`config.mk`:
```
export PLATFORM = sky130hd
export DESIGN_NAME = ofi_fetch_override
export DESIGN_NICKNAME = d
export VERILOG_FILES = /design/src/rtl/ofi_pkg.sv /design/src/rtl/ofi_arbiter.sv /design/src/rtl/ofi_subst.sv /design/src/rtl/ofi_fetch_override.sv
export SDC_FILE = /design/constraint.sdc
export NUM_CORES = 1
export LEC_CHECK = 0
export BUFFER_PORTS_ARGS = -buffer_cell sky130_fd_sc_hd__buf_2
export CORE_MARGIN = 5
export CORE_UTILIZATION = 39
export CTS_CLUSTER_SIZE = 10
export DETAILED_ROUTE_END_ITERATION = 6
export PLACE_DENSITY = 0.78
export SLEW_MARGIN = 25
export SYNTH_ARGS = -nofsm -noshare
export SYNTH_HDL_FRONTEND = slang
export SYNTH_SLANG_ARGS = --single-unit
```
`constraint.sdc`:
```
create_clock -name clk -period 1.2 [get_ports clk]
set_input_delay 0 -clock clk [delete_from_list [all_inputs] [get_ports clk]]
set_output_delay 0 -clock clk [all_outputs]
set_load 0.02 [all_outputs]
```
`src/rtl/ofi_pkg.sv`:
```
package ofi_pkg;

    typedef enum logic [1:0] {
        IM_ZERO = 2'd0,
        IM_ONE  = 2'd1,
        IM_TWO  = 2'd2
    } im_mode_e;

    typedef struct packed {
        logic     iff1;
        logic     iff2;
        im_mode_e mode;
        logic     halted;
        logic     nmi_pend;
        logic     nmi_prev;
        logic     block;
    } ctl_state_t;

    // opcode bits 4:3 -> interrupt mode
    function automatic im_mode_e im_from_bits(input logic [1:0] b);
        case (b)
            2'b10:   return IM_ONE;
            2'b11:   return IM_TWO;
            default: return IM_ZERO;
        endcase
    endfunction

endpackage

```
`src/rtl/ofi_arbiter.sv`:
```
module ofi_arbiter (
    input  logic fetch_i,
    input  logic nmi_pend_i,
    input  logic irq_i,
    input  logic iff1_i,
    input  logic block_i,
    output logic take_nmi_o,
    output logic take_irq_o
);
    logic eligible;

    always_comb begin
        eligible   = fetch_i & ~block_i;
        take_nmi_o = eligible & nmi_pend_i;
        take_irq_o = eligible & irq_i & iff1_i & ~nmi_pend_i;
    end

endmodule

```
`src/rtl/ofi_subst.sv`:
```
module ofi_subst
    import ofi_pkg::*;
#(
    parameter int            DW       = 8,
    parameter logic [DW-1:0] NOP_CODE = '0,
    parameter logic [DW-1:0] RST_CODE = '1,
    parameter logic [DW-1:0] NMI_VEC  = DW'(8'h66)
) (
    input  logic          fetch_i,
    input  logic          halted_i,
    input  logic          take_nmi_i,
    input  logic          take_irq_i,
    input  im_mode_e      mode_i,
    input  logic [DW-1:0] mem_data_i,
    output logic [DW-1:0] ir_byte_o,
    output logic [DW-1:0] int_bus_o,
    output logic          pass543_o,
    output logic          pc_hold_o
);
    logic force_rst;
    logic force_nop;

    always_comb begin
        force_rst = take_nmi_i | (take_irq_i & (mode_i != IM_ZERO));
        force_nop = fetch_i & halted_i & ~take_nmi_i & ~take_irq_i;

        if (force_rst)      ir_byte_o = RST_CODE;
        else if (force_nop) ir_byte_o = NOP_CODE;
        else                ir_byte_o = mem_data_i;

        // NMI: opcode kept off the internal bus, vector driven instead
        int_bus_o = take_nmi_i ? NMI_VEC : ir_byte_o;
        pass543_o = ~(take_nmi_i | (take_irq_i & (mode_i == IM_TWO)));
        pc_hold_o = fetch_i & (halted_i | take_nmi_i | take_irq_i);
    end

endmodule

```
`src/rtl/ofi_fetch_override.sv`:
```
module ofi_fetch_override
    import ofi_pkg::*;
#(
    parameter int            DW       = 8,
    parameter logic [DW-1:0] NOP_CODE = '0,
    parameter logic [DW-1:0] RST_CODE = '1,
    parameter logic [DW-1:0] NMI_VEC  = DW'(8'h66)
) (
    input  logic          clk,
    input  logic          rst_n,
    input  logic          fetch_i,
    input  logic [DW-1:0] mem_data_i,
    input  logic          irq_i,
    input  logic          nmi_i,
    input  logic          halt_op_i,
    input  logic          di_ei_i,
    input  logic          im_wr_i,
    input  logic          retn_i,
    input  logic          no_ints_i,
    input  logic [1:0]    opsel_i,
    output logic [DW-1:0] ir_byte_o,
    output logic [DW-1:0] int_bus_o,
    output logic          pass543_o,
    output logic          pc_hold_o,
    output logic          iff1_o,
    output logic          iff2_o,
    output logic [1:0]    im_o,
    output logic          halted_o
);
    localparam ctl_state_t RESET_STATE = '{
        iff1: 1'b0, iff2: 1'b0, mode: IM_ZERO, halted: 1'b0,
        nmi_pend: 1'b0, nmi_prev: 1'b0, block: 1'b0
    };

    ctl_state_t st_q, st_d;
    logic       take_nmi;
    logic       take_irq;

    ofi_arbiter u_arb (
        .fetch_i   (fetch_i),
        .nmi_pend_i(st_q.nmi_pend),
        .irq_i     (irq_i),
        .iff1_i    (st_q.iff1),
        .block_i   (st_q.block),
        .take_nmi_o(take_nmi),
        .take_irq_o(take_irq)
    );

    ofi_subst #(
        .DW      (DW),
        .NOP_CODE(NOP_CODE),
        .RST_CODE(RST_CODE),
        .NMI_VEC (NMI_VEC)
    ) u_subst (
        .fetch_i   (fetch_i),
        .halted_i  (st_q.halted),
        .take_nmi_i(take_nmi),
        .take_irq_i(take_irq),
        .mode_i    (st_q.mode),
        .mem_data_i(mem_data_i),
        .ir_byte_o (ir_byte_o),
        .int_bus_o (int_bus_o),
        .pass543_o (pass543_o),
        .pc_hold_o (pc_hold_o)
    );

    always_comb begin
        st_d = st_q;

        // enable flip-flops: acceptance overrides decoder strobes
        if (take_nmi) begin
            st_d.iff1 = 1'b0;
        end else if (take_irq) begin
            st_d.iff1 = 1'b0;
            st_d.iff2 = 1'b0;
        end else if (di_ei_i) begin
            st_d.iff1 = opsel_i[0];
            st_d.iff2 = opsel_i[0];
        end else if (retn_i) begin
            st_d.iff1 = st_q.iff2;
        end

        if (im_wr_i) st_d.mode = im_from_bits(opsel_i);

        if (take_nmi | take_irq) st_d.halted = 1'b0;
        else if (halt_op_i)      st_d.halted = 1'b1;

        st_d.nmi_prev = nmi_i;
        st_d.nmi_pend = (st_q.nmi_pend & ~take_nmi) | (nmi_i & ~st_q.nmi_prev);

        if (no_ints_i)    st_d.block = 1'b1;
        else if (fetch_i) st_d.block = 1'b0;
    end

    always_ff @(posedge clk or negedge rst_n) begin
        if (!rst_n) st_q <= RESET_STATE;
        else        st_q <= st_d;
    end

    assign iff1_o   = st_q.iff1;
    assign iff2_o   = st_q.iff2;
    assign im_o     = st_q.mode;
    assign halted_o = st_q.halted;

endmodule

```
==> reports/results.tsv <==
stage	metric	value	unit
floorplan	io_pins	43	
power_and_ir_drop	vdd_ir_drop_max	0.0007580	V
clocking	cts_tree	yes	
worst_setup_path	crit_path_top_delay_cell	dfrtp_2	
worst_setup_path	arrival	1.53	ns
power_and_ir_drop	intPower	0.7661	mW
sta	fin_crit	1.531	ns
worst_setup_path	critPathBufInv	2	
sta	rsz0062_at_grt	yes	
sta	worst_pin_slew	0.2778	ns
global_route	grt_overflow_total	0	
detailed_routing	drt-vias-per-instance	5.250	
worst_setup_path	end_kind	output port	
yosys	syn_inst	63	
clocking	clockRootBuffer	clkbuf_4	
detailed_routing	finalWirelength	2191	um
worst_setup_path	required	1.20	ns
finish	fin_nets	145	
sta	setup_viol	18	
floorplan	start_util	40.14	%
worst_setup_path	critPathMostFrequentCell	buf_6	
sta	skew	0.01283	ns
detailed_routing	routedWlPerCell	15.65	um
detailed_routing	met3_length	189	um
status	outcome	complete, but fails checks	
finish	area_growth	102.3	%
yosys	ys_seq_area_share	33.90	%
worst_setup_path	cpLargestDelayFamily	compound AO/OA/AOI/OAI gates	
yosys	ys_types	24	
sta	fmax	653.0	MHz
detailed_routing	first_pass_iters	3	
detailed_routing	ant_nets	0	
yosys	netlist_area	590.6	um^2
placement	gp_congestion	0.8111	
floorplan	rows	14	
placement	dpl.hpwl	1334	um
sta	finalHoldViolCount	0	
power_and_ir_drop	switching_share	36.04	%
worst_setup_path	cp_cell_sequence	o21bai_4 -> o31ai_4 -> buf_6 -> a21o_1 -> buf_6	
global_route	grt_max_degree	17	
floorplan	dieWidth	48.92	um
finish	num_antenna_cells	0	
detailed_routing	top_layer_used	met4	
power_and_ir_drop	p_leak	0.6118	nW
detailed_routing	wl_met2	1274	um
sta	holdWs	0.01149	ns
clocking	clk_pin_slew_worst_paths	0.06	ns
global_route	gr-usage-all-layers	16.91	%
finish	final_cells	140	
yosys	yosys.area.top_type	dfrtp_1	
clocking	cts_buffers	3	
global_route	grt_pass1_vias	753	
finish	drive_above_1_share	68.55	%
worst_setup_path	start_kind	flop	
yosys	synth.area.top_cells	dfrtp_1 (34%), a21o_2 (16%), a31o_2 (5.9%)	
placement	dpl.cell_count	126	
status	violations	setup timing	
worst_setup_path	slowest_delay	0.44	ns
yosys	synth_seq_cells	8	
detailed_routing	vias	735	
worst_hold_path	worstHoldPathType	input pin to flop	
power_and_ir_drop	power_frac_seq	27.4	%
floorplan	coreArea	1471	um^2
detailed_routing	drt-initial-drc-count	10	
global_route	antenna_found_initial	0	
sta	slew_violations	0	
power_and_ir_drop	combPwrFrac	54.2	%
clocking	cts.sinks	8	
finish	mostFrequentLayoutCell	buf_2	
finish	layout_common_cells	buf_2 (27), buf_6 (20), buf_4 (8), a21o_4 (6), dfrtp_1 (6)	
detailed_routing	drt-met1-wl	690	um
sta	final.period_utilization	127.6	%
sta	setup-tns-final	-5.526	ns
yosys	synth.avg_cell_area	9.374	um^2
clocking	clk-insertion-delay-late	0.25	ns
sta	slew_headroom	81.34	%
global_route	grt_first_pass_wirelength	3312	um
clocking	htree_levels	1	
floorplan	die_height	48.92	um
worst_setup_path	crit_type	flop to output port	
power_and_ir_drop	p_sw	0.4316	mW
worst_setup_path	cp_max_fo	6	
placement	portBuffers	42	
sta	worst_slack	-0.3314	ns
power_and_ir_drop	p_per_area	1002	nW/um^2
yosys	syn-num-nets	83	
detailed_routing	drc	0	
floorplan	dieArea	2393	um^2
yosys	yosys_warnings	0	
power_and_ir_drop	clkPwrFrac	18.3	%
yosys	yosys.area.top_type_share	33.90	%
job	drv_cap	0	
clocking	clockBufferDepth	2	
## area by class of cell
cell class                      instances  area, um^2
Timing Repair Buffer                   61       490.5
Multi-Input combinational cell         46       436.7
Fill cell                             102       276.5
Sequential cell                         8       202.7
Clock buffer                            4       26.28
Tap cell                               16       20.02
Inverter                                5       18.77
## cells by family after synthesis
group,count (synthesis),share of synthesized area (%)
flops,8,33.90
simple gates,16,15.04
compound gates,29,40.68
buf+inv,9,8.473
mux,1,1.907
## synthesized netlist by cell type (all sizes together)
library cell,instances
nor3,2
and3b,1
nand2,4
a31o,4
inv,5
o21ai,4
a21oi,3
o21bai,1
o31ai,1
nor2,4
a21o,13
nand3b,2
nand2b,1
o211ai,1
mux2,1
buf,4
nand3,2
a31oi,1
dfrtp,8
o21a,1
## per-stage QoR
step	power [mW]	util (%)	area (um^2)	setup slack [ns]
after floorplan	0.6033	-	598.1	-0.01488
after global placement	0.7619	59.18	870.8	-0.1420
after detailed placement	0.7699	59.18	870.8	-0.1673
after CTS	1.118	75.51	1111	-0.3498
after global routing	1.262	81.21	1195	-0.4007
final	1.198	81.21	1195	-0.3314
## power by group through the flow
| stage | combinational [mW] | clock [mW] | sequential, mW |
|---|---|---|---|
| after floorplan | 0.266 | 0 | 0.338 |
| after global placement | 0.439 | 0 | 0.323 |
| after detailed placement | 0.445 | 0 | 0.325 |
| after CTS | 0.568 | 0.225 | 0.324 |
| after global routing | 0.688 | 0.243 | 0.331 |
| final | 0.650 | 0.219 | 0.329 |
## final timing paths
| check | startpoint | endpoint | slack (ns) | cells after the start |
|---|---|---|---|---|
| max | st_q[2]$_DFF_PN0_ | ir_byte_o[4] | -0.33 | 5 |
| min | di_ei_i | iff1_o$_DFFE_PN0P_ | 0.01 | 3 |
| max reg2reg | st_q[0]$_DFFE_PN0P_ | iff2_o$_DFFE_PN0P_ | 0.06 | 5 |
| min reg2reg | st_q[1]$_DFF_PN0_ | st_q[2]$_DFF_PN0_ | 0.46 | 1 |
| max in group asynchronous | rst_n | st_q[2]$_DFF_PN0_ | 0.85 | 2 |
| min in group asynchronous | rst_n | st_q[1]$_DFF_PN0_ | 0.15 | 2 |
## worst min-delay path, cell delays in order
cell     delay (ns)
buf_2          0.11
nand2_1        0.06
a21oi_1        0.05
## flip-flops by register name (all words and copies together), names as in the netlist
signal / flops
im_o: 2
st_q: 3
halted_o: 1
iff1_o: 1
iff2_o: 1
## routing by layer
layer | vias to the layer above | global-route usage, %
met5 | - | 0
met1 | 349 | 16.70
li1 | 351 | -
met4 | 0 | 5.381
met2 | 31 | 33.48
met3 | 4 | 3.976
## what timing repair did
item                       CTS  global route
cloned                       1             0
setup endpoints to repair   18            19
pin swaps                    1             4
setup buffers                3             3
resized for setup           33            20
hold endpoints to repair    13             0
hold buffers                 5             0
Note: power is estimated with default switching activity, not from simulation.
